File: config.mk
export PLATFORM = sky130hd
export DESIGN_NAME = prefetch_queue
export DESIGN_NICKNAME = d
export VERILOG_FILES = /design/src/rtl/prefetch_q_pkg.sv /design/src/rtl/prefetch_fetch_ctl.sv /design/src/rtl/prefetch_ring.sv /design/src/rtl/prefetch_queue.sv
export SDC_FILE = /design/constraint.sdc
export NUM_CORES = 1
export LEC_CHECK = 0
export BUFFER_PORTS_ARGS = -buffer_cell sky130_fd_sc_hd__buf_2
export CAP_MARGIN = 30
export CORE_MARGIN = 2
export CORE_UTILIZATION = 62
export DETAILED_ROUTE_END_ITERATION = 16
export PLACE_DENSITY = 0.83
export SLEW_MARGIN = 15
export SYNTH_ARGS = -nofsm -noshare
export SYNTH_HDL_FRONTEND = slang
export SYNTH_SLANG_ARGS = --single-unit
File: constraint.sdc
create_clock -name clk -period 6.4 [get_ports clk]
set_clock_uncertainty 0.2 [all_clocks]
set_input_delay 0.64 -clock clk [delete_from_list [all_inputs] [get_ports clk]]
set_output_delay 0.64 -clock clk [all_outputs]
set_load 0.005 [all_outputs]
File: src/rtl/prefetch_q_pkg.sv
package prefetch_q_pkg;

    typedef enum logic [1:0] {
        QS_NONE    = 2'b00,
        QS_FIRST   = 2'b01,
        QS_FLUSHED = 2'b10,
        QS_NEXT    = 2'b11
    } qstat_t;

    typedef enum logic [1:0] {
        FS_IDLE = 2'd0,
        FS_WAIT = 2'd1,
        FS_DROP = 2'd2
    } fstate_t;

endpackage

File: src/rtl/prefetch_fetch_ctl.sv
module prefetch_fetch_ctl
    import prefetch_q_pkg::*;
#(
    parameter int AW = 20,
    parameter logic [AW-1:0] RESET_ADDR = '0
) (
    input  logic          clk,
    input  logic          rst_n,
    input  logic          room_ok,
    input  logic          flush,
    input  logic [AW-1:0] flush_addr,
    input  logic          fetch_accept,
    input  logic          fetch_valid,
    output logic          fetch_req,
    output logic [AW-1:0] fetch_addr,
    output logic          land,
    output logic          land_odd
);

    fstate_t state, state_nx;

    // state register
    always_ff @(posedge clk) begin
        if (!rst_n) state <= FS_IDLE;
        else        state <= state_nx;
    end

    always_comb begin
        state_nx = state;
        unique case (state)
            FS_IDLE: if (fetch_req && fetch_accept) state_nx = FS_WAIT;
            FS_WAIT: begin
                if (fetch_valid)  state_nx = FS_IDLE;
                else if (flush)   state_nx = FS_DROP;
            end
            FS_DROP: if (fetch_valid) state_nx = FS_IDLE;
            default: state_nx = FS_IDLE;
        endcase
    end

    // outputs
    always_comb begin
        fetch_req = (state == FS_IDLE) && room_ok && !flush;
        land      = (state == FS_WAIT) && fetch_valid && !flush;
        land_odd  = fetch_addr[0];
    end

    always_ff @(posedge clk) begin
        if (!rst_n)    fetch_addr <= RESET_ADDR;
        else if (flush) fetch_addr <= flush_addr;
        else if (land)  fetch_addr <= fetch_addr + (land_odd ? AW'(1) : AW'(2));
    end

endmodule

File: src/rtl/prefetch_ring.sv
module prefetch_ring #(
    parameter int DEPTH = 6,
    localparam int PW = $clog2(DEPTH),
    localparam int LW = $clog2(DEPTH + 1)
) (
    input  logic          clk,
    input  logic          rst_n,
    input  logic          clear,
    input  logic [1:0]    in_cnt,
    input  logic [7:0]    in_b0,
    input  logic [7:0]    in_b1,
    input  logic          take,
    output logic          out_valid,
    output logic [7:0]    out_byte,
    output logic          popped,
    output logic [LW-1:0] level
);

    logic [7:0]    mem [DEPTH];
    logic [PW-1:0] rd, wr0, wr1;
    logic          byp, stored_pop;
    logic [1:0]    n_wr;
    logic [7:0]    w0_byte;

    function automatic logic [PW-1:0] wrap(input logic [PW:0] v);
        return (v >= (PW+1)'(DEPTH)) ? PW'(v - (PW+1)'(DEPTH)) : PW'(v);
    endfunction

    always_comb begin
        out_valid  = (level != '0) || (in_cnt != 2'd0);
        out_byte   = (level != '0) ? mem[rd] : in_b0;
        popped     = take && out_valid && !clear;
        byp        = popped && (level == '0);
        stored_pop = popped && (level != '0);
        n_wr       = byp ? in_cnt - 2'd1 : in_cnt;
        w0_byte    = byp ? in_b1 : in_b0;
        wr0        = wrap((PW+1)'(rd) + (PW+1)'(level));
        wr1        = wrap((PW+1)'(wr0) + (PW+1)'(1));
    end

    for (genvar g = 0; g < DEPTH; g++) begin : g_slot
        always_ff @(posedge clk) begin
            if (n_wr != 2'd0 && wr0 == PW'(g))      mem[g] <= w0_byte;
            else if (n_wr == 2'd2 && wr1 == PW'(g)) mem[g] <= in_b1;
        end
    end

    always_ff @(posedge clk) begin
        if (!rst_n || clear) begin
            rd    <= '0;
            level <= '0;
        end else begin
            if (stored_pop) rd <= wrap((PW+1)'(rd) + (PW+1)'(1));
            level <= level + LW'(n_wr) - LW'(stored_pop);
        end
    end

endmodule

File: src/rtl/prefetch_queue.sv
module prefetch_queue
    import prefetch_q_pkg::*;
#(
    parameter int DEPTH = 6,
    parameter int AW = 20,
    parameter logic [AW-1:0] RESET_ADDR = 'hFFFF0,
    localparam int LW = $clog2(DEPTH + 1),
    localparam int FETCH_BYTES = 2
) (
    input  logic          clk,
    input  logic          rst_n,
    output logic          fetch_req,
    output logic [AW-1:0] fetch_addr,
    input  logic          fetch_accept,
    input  logic          fetch_valid,
    input  logic [15:0]   fetch_data,
    input  logic          flush,
    input  logic [AW-1:0] flush_addr,
    input  logic          take,
    input  logic          take_first,
    output logic          byte_valid,
    output logic [7:0]    byte_out,
    output logic [1:0]    q_status
);

    logic [LW-1:0] level;
    logic          room_ok, land, land_odd, popped;
    logic [1:0]    in_cnt;
    logic [7:0]    in_b0;
    qstat_t        qs_q;

    assign room_ok = level <= LW'(DEPTH - FETCH_BYTES);
    assign in_cnt  = land ? (land_odd ? 2'd1 : 2'd2) : 2'd0;
    assign in_b0   = land_odd ? fetch_data[15:8] : fetch_data[7:0];

    prefetch_fetch_ctl #(.AW(AW), .RESET_ADDR(RESET_ADDR)) u_fetch (
        .clk(clk), .rst_n(rst_n), .room_ok(room_ok), .flush(flush),
        .flush_addr(flush_addr), .fetch_accept(fetch_accept),
        .fetch_valid(fetch_valid), .fetch_req(fetch_req),
        .fetch_addr(fetch_addr), .land(land), .land_odd(land_odd)
    );

    prefetch_ring #(.DEPTH(DEPTH)) u_ring (
        .clk(clk), .rst_n(rst_n), .clear(flush), .in_cnt(in_cnt),
        .in_b0(in_b0), .in_b1(fetch_data[15:8]), .take(take),
        .out_valid(byte_valid), .out_byte(byte_out), .popped(popped),
        .level(level)
    );

    always_ff @(posedge clk) begin
        if (!rst_n)      qs_q <= QS_NONE;
        else if (flush)  qs_q <= QS_FLUSHED;
        else if (popped) qs_q <= take_first ? QS_FIRST : QS_NEXT;
        else             qs_q <= QS_NONE;
    end

    assign q_status = qs_q;

endmodule

==> impl_metrics.yaml <==
run_status:
  outcome: "finished, final reports clean"
worst_hold_path:
  hp-class: "in2reg"
place:
  placedInstanceArea_um2: 5270
  port_buffers: 74
  place_congestion: 0.844
  post-dp-hpwl_mm: 7.82
cts:
  hold_buffers: 0
  h-tree-depth: 3
  root_buffer: "clkbuf_8"
  clk_pin_slew_ns: 0.09
  cts_tree: "done"
  cts_buffer_depth: 2
  cts.sinks: 81
  cts_resized: 0
  cts_setup_buffers: 0
  cts_buffers: 9
  clkLatencyLatePin_ns: 0.35
sta:
  rsz0062_at_grt: "false"
  setup_violations: 0
  fmax_mhz: 245
  tns_ns: 0
  final_hold_viol_count: 0
  final_max_slew_viol_count: 0
  relSlewSlack_pct: 31.3
  fin_crit_sh_pct: 63.7
  tightest_slew_ns: 1.03
  post-route-min-period_ns: 4.08
global_routing:
  grt_antenna_before_repair: 0
  grt_pass1_vias: 3628
  overflow: 0
  grt_pass1_wl_mm: 18.0
  track_usage_pct: 27.3
  grt_max_degree: 36
logic_synthesis:
  ys_top_cells_by_area: "edfxtp_1 30%, dfxtp_1 14%, mux2_2 13%"
  synth_nets: 490
  yosys_warnings: 0
  yosysTopAreaCellShare_pct: 29.9
  synth_cells: 429
  yosys_register_bits: 81
  avgSynthCellArea_um2: 11.2
  synth.distinct_cells: 57
  synth_edf_count: 48
  syn_area_um2: 4820
  synth-main-ff-cell: "edfxtp_1"
  ys_seq_area_share_pct: 43.6
  synth-async-reset-ratio_pct: 0
  synth_top_area_cell: "edfxtp_1"
floorplan:
  die_x_um: 92.2
  num_rows: 32
  core-area_um2: 7610
  die_area_um2: 8490
  io_pins: 75
  start_util_pct: 63.3
  chipHeight_um: 92.2
finish:
  diodes: 0
  nets: 561
  finalInstanceArea_um2: 5470
  fin_util_pct: 72.0
  drive_gt1_share_pct: 34.1
  syn2layout_area_growth_pct: 13.6
route:
  routedWlPerCell_um: 17.8
  drcViolationCount: 0
  drt_iter0_drc: 250
  wl_mm: 10.8
  dr_total_vias: 3586
  drtPass1Iterations: 4
  drtAntennaViolNets: 0
  vias_per_cell: 5.91
critical_path:
  cp.required_ns: 6.18
  worstSetupPathType: "reg2reg"
  arrival_ns: 3.86
  cp-end-kind: "register"
  cp-start-kind: "register"
  cp_max_fo: 8
power:
  p_per_area_nw_per_um2: 204
  leakagePower_nw: 2.07
  vdd_drop_max_v: 0.000114
job:
  cap_violations: 0
-- sequential cells by signal (all words and copies together), names as in the netlist, named ones only --
register            cells
u_fetch.state           2
u_ring.rd               3
u_ring.level            3
u_ring.mem             48
q_status                2
u_fetch.fetch_addr     20
-- where the power goes --
part           switching [W]  internal (W)
registers          0.0000133      0.000565
logic              0.0000710     0.0000702
clock network       0.000207      0.000189
-- layer usage --
metal	wire [µm]	track usage (%)
met1	4390	33.8
met3	644	4.11
met4	125	9.95
met2	5650	48.4
met5	0	0
-- area by class of cell --
| class | instances | area [µm²] |
|---|---|---|
| clock buffers | 9 | 124 |
| repair buffers | 78 | 403 |
| flip-flops and latches | 81 | 2100 |
| clock inverters | 7 | 83.8 |
| well taps | 102 | 128 |
| fillers | 560 | 2130 |
| multi-input cells | 321 | 2600 |
| inverters | 9 | 33.8 |
-- cell usage after synthesis, types with 2 or more instances --
library cell,n
a21oi_1,25
dfxtp_1,33
nand2b_1,8
xnor2_1,15
and3b_1,3
xor2_1,12
nor4_1,3
fa_1,2
o21ai_0,9
nand4_1,3
mux4_2,8
buf_1,3
o211ai_1,2
inv_1,9
and2_1,7
ha_1,16
edfxtp_1,48
clkbuf_1,10
mux2i_1,26
and4b_1,2
nand3_1,13
mux2_2,57
nor2b_1,5
a31oi_1,2
nor2_1,35
nand2_1,34
and3_1,2
buf_2,3
nor3b_1,2
nand3b_1,3
o211a_1,2
nor3_1,2
-- cell families after synthesis --
group	Yosys count	share of synthesized area [%]
AND/OR/NAND/NOR	131	14.3
multiplexers	92	22.8
flip-flops	81	43.6
AO/OA/AOI/OAI	53	7.01
XOR/XNOR	27	4.91
buffers and inverters	27	2.41
adder cells (fa/ha/maj)	18	4.99
-- critical path: stages (launching register included) --
cell      delay (ns)
dfxtp_1         0.36
ha_1            0.23
fa_1            0.38
xnor2_1         0.24
nand2_1         0.14
mux2i_1         0.26
ha_1            0.22
ha_1            0.30
nand2b_1        0.19
or3_1           0.39
o22ai_1         0.80
-- worst paths after layout --
kind | start | endpoint | slack [ns] | cells past startpoint
worst min register to register | u_fetch.state[1] | u_fetch.state[0] | 0.30 | 1
worst max register to register | u_ring.level[0] | u_ring.mem[5][3] | 2.32 | 10
worst min-delay path | fetch_valid | u_fetch.state[1] | 0.28 | 2
worst max-delay path | u_ring.level[0] | u_ring.mem[5][3] | 2.32 | 10
-- through the flow --
step           cells  hold slack (ns)  total power, W  setup WS [ns]
2_1_floorplan    429            0.257        0.000677           2.87
3_3_place_gp     588            0.290        0.000723           2.04
3_5_place_dp     591            0.286        0.000730           2.11
4_1_cts          607            0.270         0.00112           2.37
5_1_grt          607            0.280         0.00116           2.09
6_report         607            0.283         0.00111           2.32
-- layout by cell type, fill, tap and decap left out, drive strengths merged, types with 3 or more instances in the layout --
cell type  synthesis  routed
mux2              58      58
mux4               8       8
o211ai             3       3
nor2b              5       5
ha                16      16
nand4              4       4
nor4               3       3
nand2b             8       8
edfxtp            48      48
nor3               3       3
dfxtp             33      33
o21ai             10      10
inv                9      14
mux2i             26      26
and2               7       7
nand2             34      34
nor2              36      36
and3b              3       3
xor2              12      12
clkbuf            10       9
nor3b              4       4
a21oi             26      26
nand3             14      14
nand3b             3       3
xnor2             15      15
buf                8      78
(Power assumes the default switching activity.)
